===== src/rtl/bus_unstick_pkg.sv =====
`timescale 1ns/1ps
package bus_unstick_pkg;

    typedef enum logic [3:0] {
        ST_IDLE,
        ST_SAMPLE,
        ST_PULSE_HI,
        ST_PULSE_LO,
        ST_SETTLE_SDA,
        ST_CHECK_SDA,
        ST_STOP_SETUP,
        ST_STOP_RISE,
        ST_CTRL_RESET,
        ST_SETTLE_SCL,
        ST_VERIFY_SCL,
        ST_DONE
    } unstick_state_e;

    typedef enum logic [1:0] {
        RES_RELEASED  = 2'd0,
        RES_SDA_STUCK = 2'd1,
        RES_SCL_STUCK = 2'd2,
        RES_TIMEOUT   = 2'd3
    } unstick_res_e;

endpackage


===== src/rtl/unstick_filter.sv =====
`timescale 1ns/1ps
module unstick_filter #(
    parameter int LANES    = 2,
    parameter int FILT_CYC = 4
) (
    input  logic             clk,
    input  logic             rst_n,
    input  logic [LANES-1:0] raw,
    output logic [LANES-1:0] clean
);
    localparam int CW = (FILT_CYC < 2) ? 1 : $clog2(FILT_CYC + 1);

    for (genvar g = 0; g < LANES; g++) begin : g_lane
        logic          s1, s2, q;
        logic [CW-1:0] cnt;

        always_ff @(posedge clk or negedge rst_n) begin
            if (!rst_n) begin
                s1  <= 1'b1;
                s2  <= 1'b1;
                q   <= 1'b1;
                cnt <= '0;
            end else begin
                s1 <= raw[g];
                s2 <= s1;
                if (s2 == q) begin
                    cnt <= '0;
                end else if (cnt == CW'(FILT_CYC - 1)) begin
                    q   <= s2;
                    cnt <= '0;
                end else begin
                    cnt <= cnt + CW'(1);
                end
            end
        end

        assign clean[g] = q;
    end
endmodule


===== src/rtl/unstick_lowwatch.sv =====
`timescale 1ns/1ps
module unstick_lowwatch #(
    parameter int TMO_CYC = 6_000_000
) (
    input  logic clk,
    input  logic rst_n,
    input  logic scl_low,
    input  logic count_en,
    output logic tmo_flag,
    output logic tmo_evt
);
    localparam int CW = $clog2(TMO_CYC + 1);

    logic [CW-1:0] cnt;
    logic          flag_q;

    always_ff @(posedge clk or negedge rst_n) begin
        if (!rst_n) begin
            cnt    <= '0;
            flag_q <= 1'b0;
        end else begin
            flag_q <= tmo_flag;
            if (!scl_low || !count_en)
                cnt <= '0;
            else if (cnt != CW'(TMO_CYC))
                cnt <= cnt + CW'(1);
        end
    end

    assign tmo_flag = (cnt == CW'(TMO_CYC));
    assign tmo_evt  = tmo_flag && !flag_q;
endmodule


===== src/rtl/unstick_seq.sv =====
`timescale 1ns/1ps
module unstick_seq
    import bus_unstick_pkg::*;
#(
    parameter int PHASE_CYC  = 1000,
    parameter int PULSES     = 9,
    parameter int RST_CYC    = 16,
    parameter int SETTLE_CYC = 8
) (
    input  logic       clk,
    input  logic       rst_n,
    input  logic       scl_f,
    input  logic       sda_f,
    input  logic       req,
    input  logic       tmo_evt,
    output logic       own,
    output logic       scl_low,
    output logic       sda_low,
    output logic       ctrl_rst,
    output logic       busy,
    output logic       done,
    output logic       tgt_req,
    output logic [1:0] result
);
    localparam int TMAX_A = (PHASE_CYC > RST_CYC) ? PHASE_CYC : RST_CYC;
    localparam int TMAX   = (TMAX_A > SETTLE_CYC) ? TMAX_A : SETTLE_CYC;
    localparam int TW     = $clog2(TMAX + 1);
    localparam int PW     = $clog2(PULSES + 1);

    unstick_state_e state, nxt;
    unstick_res_e   res_n;
    logic [TW-1:0]  tmr, lim;
    logic [PW-1:0]  pcnt;
    logic           tmr_end, last_pulse;

    always_comb begin
        unique case (state)
            ST_PULSE_HI, ST_PULSE_LO,
            ST_STOP_SETUP, ST_STOP_RISE:   lim = TW'(PHASE_CYC);
            ST_CTRL_RESET:                 lim = TW'(RST_CYC);
            ST_SETTLE_SDA, ST_SETTLE_SCL:  lim = TW'(SETTLE_CYC);
            default:                       lim = TW'(1);
        endcase
    end

    assign tmr_end    = (tmr == lim - TW'(1));
    assign last_pulse = (pcnt == PW'(PULSES - 1));

    // next-state logic
    always_comb begin
        nxt = state;
        unique case (state)
            ST_IDLE: begin
                if (tmo_evt)  nxt = ST_CTRL_RESET;
                else if (req) nxt = ST_SAMPLE;
            end
            ST_SAMPLE: begin
                if (!scl_f)      nxt = ST_CTRL_RESET;
                else if (!sda_f) nxt = ST_PULSE_HI;
                else             nxt = ST_STOP_SETUP;
            end
            ST_PULSE_HI:   if (tmr_end) nxt = ST_PULSE_LO;
            ST_PULSE_LO:   if (tmr_end) nxt = last_pulse ? ST_SETTLE_SDA : ST_PULSE_HI;
            ST_SETTLE_SDA: if (tmr_end) nxt = ST_CHECK_SDA;
            ST_CHECK_SDA:  nxt = sda_f ? ST_STOP_SETUP : ST_CTRL_RESET;
            ST_STOP_SETUP: if (tmr_end) nxt = ST_STOP_RISE;
            ST_STOP_RISE:  if (tmr_end) nxt = ST_DONE;
            ST_CTRL_RESET: if (tmr_end) nxt = ST_SETTLE_SCL;
            ST_SETTLE_SCL: if (tmr_end) nxt = ST_VERIFY_SCL;
            ST_VERIFY_SCL: nxt = ST_DONE;
            ST_DONE:       nxt = ST_IDLE;
            default:       nxt = ST_IDLE;
        endcase
    end

    // state register
    always_ff @(posedge clk or negedge rst_n) begin
        if (!rst_n) state <= ST_IDLE;
        else        state <= nxt;
    end

    // timers, pulse counter, outcome bookkeeping
    always_ff @(posedge clk or negedge rst_n) begin
        if (!rst_n) begin
            tmr     <= '0;
            pcnt    <= '0;
            res_n   <= RES_RELEASED;
            result  <= 2'd0;
            tgt_req <= 1'b0;
        end else begin
            if (nxt != state)  tmr <= '0;
            else if (!tmr_end) tmr <= tmr + TW'(1);

            if (state == ST_SAMPLE)
                pcnt <= '0;
            else if (state == ST_PULSE_LO && tmr_end)
                pcnt <= pcnt + PW'(1);

            if (state == ST_IDLE && tmo_evt)
                res_n <= RES_TIMEOUT;
            else if (state == ST_SAMPLE)
                res_n <= !scl_f ? RES_SCL_STUCK : RES_RELEASED;
            else if (state == ST_CHECK_SDA && !sda_f)
                res_n <= RES_SDA_STUCK;

            if (nxt == ST_DONE && state != ST_DONE)
                result <= res_n;

            if (state == ST_VERIFY_SCL && !scl_f)
                tgt_req <= 1'b1;
            else if (state == ST_IDLE && scl_f)
                tgt_req <= 1'b0;
        end
    end

    // outputs
    always_comb begin
        own      = 1'b0;
        scl_low  = 1'b0;
        sda_low  = 1'b0;
        ctrl_rst = 1'b0;
        done     = 1'b0;
        busy     = (state != ST_IDLE);
        unique case (state)
            ST_PULSE_HI:   own = 1'b1;
            ST_PULSE_LO:   begin own = 1'b1; scl_low = 1'b1; end
            ST_STOP_SETUP: begin own = 1'b1; scl_low = 1'b1; sda_low = 1'b1; end
            ST_STOP_RISE:  begin own = 1'b1; sda_low = 1'b1; end
            ST_CTRL_RESET: begin own = 1'b1; ctrl_rst = 1'b1; end
            ST_SETTLE_SCL, ST_VERIFY_SCL: own = 1'b1;
            ST_DONE:       done = 1'b1;
            default:       ;
        endcase
    end
endmodule


===== src/rtl/bus_unstick_ctrl.sv =====
`timescale 1ns/1ps
module bus_unstick_ctrl #(
    parameter int PHASE_CYC = 1000,
    parameter int PULSES    = 9,
    parameter int FILT_CYC  = 4,
    parameter int RST_CYC   = 16,
    parameter int TMO_CYC   = 6_000_000
) (
    input  logic       clk,
    input  logic       rst_n,
    input  logic       scl_in,
    input  logic       sda_in,
    input  logic       ctrl_scl_low,
    input  logic       ctrl_sda_low,
    input  logic       recover_req,
    output logic       scl_drive_low,
    output logic       sda_drive_low,
    output logic       ctrl_rst,
    output logic       target_rst_req,
    output logic       timeout_flag,
    output logic       busy,
    output logic       done,
    output logic [1:0] result
);
    localparam int SETTLE_CYC = FILT_CYC + 4;

    logic [1:0] clean;
    logic       scl_f, sda_f;
    logic       own, seq_scl_low, seq_sda_low, tmo_evt;

    unstick_filter #(.LANES(2), .FILT_CYC(FILT_CYC)) u_filt (
        .clk   (clk),
        .rst_n (rst_n),
        .raw   ({sda_in, scl_in}),
        .clean (clean)
    );

    assign scl_f = clean[0];
    assign sda_f = clean[1];

    unstick_lowwatch #(.TMO_CYC(TMO_CYC)) u_watch (
        .clk      (clk),
        .rst_n    (rst_n),
        .scl_low  (!scl_f),
        .count_en (!(own && seq_scl_low)),
        .tmo_flag (timeout_flag),
        .tmo_evt  (tmo_evt)
    );

    unstick_seq #(
        .PHASE_CYC  (PHASE_CYC),
        .PULSES     (PULSES),
        .RST_CYC    (RST_CYC),
        .SETTLE_CYC (SETTLE_CYC)
    ) u_seq (
        .clk      (clk),
        .rst_n    (rst_n),
        .scl_f    (scl_f),
        .sda_f    (sda_f),
        .req      (recover_req),
        .tmo_evt  (tmo_evt),
        .own      (own),
        .scl_low  (seq_scl_low),
        .sda_low  (seq_sda_low),
        .ctrl_rst (ctrl_rst),
        .busy     (busy),
        .done     (done),
        .tgt_req  (target_rst_req),
        .result   (result)
    );

    assign scl_drive_low = own ? seq_scl_low : ctrl_scl_low;
    assign sda_drive_low = own ? seq_sda_low : ctrl_sda_low;
endmodule


===== config.mk =====
export PLATFORM = sky130hd
export DESIGN_NAME = bus_unstick_ctrl
export DESIGN_NICKNAME = d
export VERILOG_FILES = /design/src/rtl/bus_unstick_pkg.sv /design/src/rtl/unstick_filter.sv /design/src/rtl/unstick_lowwatch.sv /design/src/rtl/unstick_seq.sv /design/src/rtl/bus_unstick_ctrl.sv
export SDC_FILE = /design/constraint.sdc
export NUM_CORES = 1
export LEC_CHECK = 0
export BUFFER_PORTS_ARGS = -buffer_cell sky130_fd_sc_hd__buf_2
export CORE_ASPECT_RATIO = 0.8
export CORE_MARGIN = 3
export CORE_UTILIZATION = 35
export DETAILED_ROUTE_END_ITERATION = 16
export PLACE_DENSITY = 0.52
export SYNTH_ARGS = -nofsm -noshare
export SYNTH_HDL_FRONTEND = slang
export SYNTH_HIERARCHICAL = 1
export SYNTH_SLANG_ARGS = --single-unit

===== constraint.sdc =====
create_clock -name clk -period 3 [get_ports clk]
set_input_delay 0.45 -clock clk [delete_from_list [all_inputs] [get_ports clk]]
set_output_delay 0.45 -clock clk [all_outputs]
set_load 0.1 [all_outputs]

Yosys cells after proc, flatten, opt, wreduce, memory -nomap -nowiden
Cells that the tools add are included.
Widths: inputs -> output; s select.
{ "word_totals": {"mem_bits_ro": 0, "inputBits": 7, "out_inout_bits": 9, "wordCells": 110, "register_bits": 59, "ramBits": 0, "n_memories": 0, "latch_bits": 0} }
{ "classes": {"bitwise_logic": 2, "n_mux": 38, "n_mul": 0, "add_sub_neg": 6, "n_reduce_logical": 25, "n_div": 0, "order_cmp": 0, "n_shift": 0, "n_eq_ne": 23} }
{ "op_table": {"columns": ["op", "n"], "rows": [
  ["$mux 4", 13],
  ["$mux 23", 2],
  ["$pmux 4 s11", 1],
  ["$pmux 10 s3", 1],
  ["$eq 4x4->1 const B", 6],
  ["$add 23x1->23 const B", 1],
  ["$eq 23x23->1 const B", 1],
  ["$ne 23x23->1 const B", 1],
  ["$mux 10", 2],
  ["$mux 3", 6],
  ["$eq 4x3->1 const B", 4],
  ["$add 10x1->10 const B", 1],
  ["$eq 10x10->1", 1],
  ["$sub 10x1->10 const B", 1],
  ["$mux 1", 9],
  ["$eq 4x2->1 const B", 2],
  ["$logic_and 1x1->1", 8],
  ["$mux 2", 4],
  ["$reduce_or 7->1", 1],
  ["$add 3x1->3 const B", 2],
  ["$eq 3x2->1 const B", 2],
  ["$reduce_bool 2->1", 3],
  ["$reduce_or 2->1", 3],
  ["$add 4x1->4 const B", 1],
  ["other kinds (13)", 18]
]} }

Depth between registers and ports, before layout
{ "depth": {"ltp_word": 9, "ltp_mapped": 13} }

By module
The synthesis kept the hierarchy.
{ "by_module_without_submodules": {"columns": ["module", "seq_area_each_um2", "cells_per_inst", "instances", "area_each_um2"], "rows": [
  ["unstick_seq", 575.6, 182, 1, 1679.1],
  ["unstick_lowwatch", 600.6, 135, 1, 1272.5],
  ["unstick_filter", 307.8, 28, 1, 455.4],
  ["bus_unstick_ctrl", 0.0, 4, 1, 30.0]
]} }

Least setup slack after synthesis
OpenSTA, ideal clock, no wires.
{ "synth_timing": {"path_kind": "reg-to-reg", "startpoint": "reg u_seq.state[1]", "endpoint": "reg u_seq.result[0]", "setup_ps": 128, "period_less_slack_ps": 3181, "path_slack_ps": -181, "stages_incl_launch_ff": 9, "arrival_ps": 3053, "cell_sequence": "dfrtp_1 buf_6 nor4b_4 xor2_2 a211oi_2 nand3_2 o221ai_2 nand3_2 mux2_1"} }
{ "synth_via": {"elab_chain_len": 9, "word_cells_on_any_way": 29, "cone_classes": "add/sub (1); eq/ne (13); mux (11); reduce/logical (4)"} }
{ "synth_lines": {"columns": ["item", "line_no", "source"], "rows": [
  ["start, declared", "unstick_seq.sv:30", "unstick_state_e state, nxt;"],
  ["start signal, assigned", "unstick_seq.sv:79", "else state <= nxt;"],
  ["$eq 4x2->1, or another cell as far along", "unstick_seq.sv:37, unstick_seq.sv:52", null],
  ["$reduce_or 4->1 / $reduce_or 2->1 (equally long branches)", "unstick_seq.sv:37", "unique case (state)"],
  ["$pmux 10 s3", "unstick_seq.sv:37", null],
  ["$sub 10x1->10", "unstick_seq.sv:46", "assign tmr_end = (tmr == lim - TW'(1));"],
  ["$eq 10x10->1", "unstick_seq.sv:46", null],
  ["$mux 4, or another cell as far along", "unstick_seq.sv:69", "ST_SETTLE_SCL: if (tmr_end) nxt = ST_VERIFY_SCL;"],
  ["$pmux 4 s11 (*)", "unstick_seq.sv:52", "unique case (state)"],
  ["net u_seq.nxt[3]", "unstick_seq.sv:30", null],
  ["$eq 4x4->1 (*)", "unstick_seq.sv:106", "if (nxt == ST_DONE && state != ST_DONE)"],
  ["$logic_and 1x1->1 (*)", "unstick_seq.sv:106", null],
  ["end signal, assigned", "unstick_seq.sv:107", "result <= res_n;"],
  ["end, declared", "unstick_seq.sv:23", "output logic [1:0] result"]
]} }
The timed path passes the listed nets; every way through them passes the cells marked *.
A chain may end at the register's enable or synchronous reset.

Worst setup path after layout
{ "layout_timing": {"startpoint": "reg u_watch.cnt[0]", "endpoint": "out timeout_flag"} }
{ "layout_via": {"elab_chain_len": 1} }
{ "layout_lines": {"columns": ["item", "line_no", "source"], "rows": [
  ["start, declared", "unstick_lowwatch.sv:14", "logic [CW-1:0] cnt;"],
  ["start signal, assigned", "unstick_lowwatch.sv:26", "cnt <= cnt + CW'(1);"],
  ["$eq 23x23->1", "unstick_lowwatch.sv:30", "assign tmo_flag = (cnt == CW'(TMO_CYC));"],
  ["end, declared", "bus_unstick_ctrl.sv:20", "output logic timeout_flag,"]
]} }
Every way passes these cells.

==> impl_metrics.csv <==
group,metric,value,unit
worst_setup_path,worstPathRequired,2550,ps
worst_setup_path,path_cells,"inv_1 -> ha_1 -> nor4bb_1 -> nand3_1 -> buf_4 -> nor2_1 -> buf_2",
cts,clock_path_buffers,2,
timing,whs,105,ps
logic_synthesis,synth.cell_area,0.00344,mm²
timing,fmaxAchievable,364,MHz
power_and_ir_drop,p_per_area,865,mW/mm²
detailed_routing,wl_per_cell,15.4,µm
finish,fin_area,0.00398,mm²
finish,fin_cells,492,
logic_synthesis,synthFlopType,"dfrtp_1",
logic_synthesis,ys_seq_area_share,43.2,%
placement,pre_cts_ws,38.5,ps
cts,htree_levels,3,
detailed_routing,ant_nets,0,
power_and_ir_drop,cellLeakagePower,1.71,nW
timing,slew_viol_final,0,
cts,cts_made_buffers,9,
floorplanning,start_util,36.9,%
grt,grt_pass1_wl,13000,µm
grt,grt_max_degree,25,
logic_synthesis,syn-num-nets,363,
finish,layout_common_cells,"53 x dfrtp_1, 32 x nor2_1, 30 x nand2_1",
timing,setup_viol,0,
flow_run,maxCapViolCount,0,
worst_setup_path,end_kind,"output pin",
detailed_routing,drt_wl_total,7580,µm
worst_setup_path,crit_family,"buffers and inverters",
floorplanning,core,0.00931,mm²
run_status,status,"complete, no violations",
worst_setup_path,cp-start-kind,"register",
power_and_ir_drop,ir_drop,297,µV
grt,grt_usage,15.3,%
placement,place_hpwl,5360,µm
timing,worst_pin_slew,600,ps
finish,diodes,0,
placement,gp_congestion,0.828,
timing,hold_violations,0,
logic_synthesis,async_flop_share,100,%
finish,regArea,0.00148,mm²
floorplanning,die_height,94.6,µm
floorplanning,io_pins,16,
placement,place_area,0.00362,mm²
logic_synthesis,ys_types,71,
floorplanning,fp.dieW,117,µm
worst_setup_path,regToRegSetupSlack,280,ps
finish,fill_cells,892,
power_and_ir_drop,total_power,3.45,mW
timing,finalCritPeriodShare,91.6,%
logic_synthesis,yosysWarnings,6,
floorplanning,dieArea,0.0111,mm²
worst_setup_path,slowest_stage,"buf_2",
floorplanning,rows,31,
grt,overflow,0,
logic_synthesis,syn_inst,349,
cts,path_clk_slew,50,ps
grt,grt_pass1_vias,2577,
cts,cts_hold_buffers,0,
placement,dp_cells,475,
logic_synthesis,synth_enable_flop_cells,0,
logic_synthesis,ys_ff_latch,59,
finish,final_common_cell,"dfrtp_1",
finish,fin_nets,386,
hold_path,min_path_type,"input pin to async pin",
cts,clock_latency,330,ps
finish,syn_to_final_growth,15.9,%
logic_synthesis,avgSynthCellArea,9.85,µm²
worst_setup_path,path_class,"register to output pin",
cts,cts_root_buffer,"clkbuf_16",
placement,port_buffers,15,
finish,drive_above_1_share,21.2,%
cts,cts_tree,"built",
worst_setup_path,path_max_fanout,4,
timing,finalCriticalPeriod,2750,ps
timing,finClkSkew,7.17,ps
worst_setup_path,critPathMaxStageDelay,460,ps
worst_setup_path,path_buf_inv,3,
worst_setup_path,cp.arrival,2300,ps
detailed_routing,num_vias,2664,
detailed_routing,drt_iter0_markers,156,
detailed_routing,drc,0,
timing,fin_ws,253,ps
timing,rsz0062_at_grt,"no",
grt,antenna_found_initial,0,
finish,multi_input_area,0.00181,mm²
detailed_routing,vias_per_cell,5.41,
cts,cts.sinks,59,
detailed_routing,dr.pass1.iters,4,
timing,slew_headroom,59.7,%
-- Yosys cell counts, types with 2 or more instances --
| library cell | n | share of area, % |
|---|---|---|
| a211o_1 | 2 | 0.51 |
| a21oi_1 | 25 | 3.6 |
| a22oi_1 | 3 | 0.66 |
| a32oi_1 | 3 | 0.76 |
| and2_1 | 3 | 0.55 |
| and2b_1 | 2 | 0.44 |
| and3_1 | 5 | 0.91 |
| buf_2 | 2 | 0.29 |
| buf_4 | 3 | 0.66 |
| buf_6 | 6 | 2.0 |
| dfrtp_1 | 53 | 39 |
| dfstp_2 | 6 | 4.6 |
| ha_1 | 7 | 2.5 |
| inv_1 | 13 | 1.4 |
| mux2_1 | 2 | 0.66 |
| mux2_2 | 5 | 1.6 |
| mux2i_1 | 3 | 0.87 |
| nand2_1 | 30 | 3.3 |
| nand2b_1 | 2 | 0.36 |
| nand3_1 | 16 | 2.3 |
| nand3_2 | 5 | 1.5 |
| nand4_1 | 5 | 0.91 |
| nor2_1 | 32 | 3.5 |
| nor2b_4 | 2 | 0.80 |
| nor3_1 | 7 | 1.0 |
| nor3b_1 | 5 | 1.1 |
| nor4_1 | 5 | 0.91 |
| nor4b_1 | 2 | 0.51 |
| o211ai_1 | 3 | 0.66 |
| o21ai_0 | 18 | 2.6 |
| o31ai_1 | 5 | 1.1 |
| or2b_1 | 2 | 0.44 |
| or3_1 | 7 | 1.3 |
| or4_1 | 5 | 1.1 |
| or4_4 | 2 | 0.66 |
| xnor2_1 | 8 | 2.0 |
| xor2_1 | 11 | 2.8 |
-- through the flow --
step	util (%)	TNS (ps)
2_1_floorplan	-	-157
3_3_place_gp	38.9	0
3_5_place_dp	38.9	0
4_1_cts	42.5	0
5_1_grt	42.8	0
6_report	42.8	0
-- per-layer routing --
| metal | GRT usage, % | vias up | share of wire, % |
|---|---|---|---|
| met5 | 0 | - | 0 |
| met4 | 6.11 | 0 | 1.7 |
| met3 | 4.93 | 8 | 5.5 |
| met2 | 20.3 | 46 | 41 |
| met1 | 22.5 | 1309 | 52 |
| li1 | - | 1301 | - |
-- registers in the layout (all words and copies together) (netlist names) --
signal / cells
u_filt/g_lane.s2: 2
u_seq/tmr: 10
u_filt/g_lane.q: 2
u_seq/state: 4
u_seq/pcnt: 4
u_filt/g_lane.cnt: 6
u_seq/res_n: 2
u_watch/cnt: 23
u_seq/result: 2
u_seq/tgt_req: 1
u_filt/g_lane.s1: 2
u_watch/flag_q: 1
-- where the power goes --
| part | internal [mW] | switching [mW] | total [mW] |
|---|---|---|---|
| clock | 0.830 | 0.365 | 1.20 |
| combinational | 0.392 | 0.754 | 1.15 |
| sequential | 0.935 | 0.170 | 1.10 |
-- final timing paths --
check / start / endpoint / cells past startpoint
setup / recovery: u_watch/cnt[0] / timeout_flag / 7
hold reg to reg: u_filt/g_lane[0].s1 / u_filt/g_lane[0].s2 / 0
min in group clk: scl_in / u_filt/g_lane[0].s1 / 1
setup reg to reg: u_watch/cnt[7] / u_seq/result[0] / 9
hold / removal: rst_n / u_filt/g_lane[0].cnt[1] / 1
max in group asynchronous: rst_n / u_filt/g_lane[1].s2 / 2
-- kinds of logic (layout without fill, tap and decap cells) --
logic type                 after synthesis  count (layout)  share of synthesized area [%]
DFF                                     59              59                           43.2
AOI/OAI and AO/OA                       72              72                           13.8
xor gates and xnor gates                20              20                           5.32
adders and majority gates                7               7                           2.55
muxes                                   10              10                           3.17
and+or+nand+nor                        154             154                           27.0
buffers and inverters                   27              55                           4.95
-- worst register-to-register path, delay by kind of cell, from the launching register on --
kind | cells | cell delay, ps
compound gates | 3 | 630
flops | 1 | 440
mux | 1 | 320
simple gates | 5 | 1220
-- repair_timing --
item,in CTS,in global routing
setup buffers,0,1
resized for setup,0,3
setup endpoints to repair,0,12
-- area by class of cell --
type,instances,share of cell area (%)
Clock inverter,5,2.51
Tap cell,115,3.61
Timing Repair Buffer,26,3.96
Clock buffer,11,6.09
Multi-Input combinational cell,263,45.3
Inverter,13,1.23
Sequential cell,59,37.3
No activity file was read; power rests on OpenSTA's default activity.
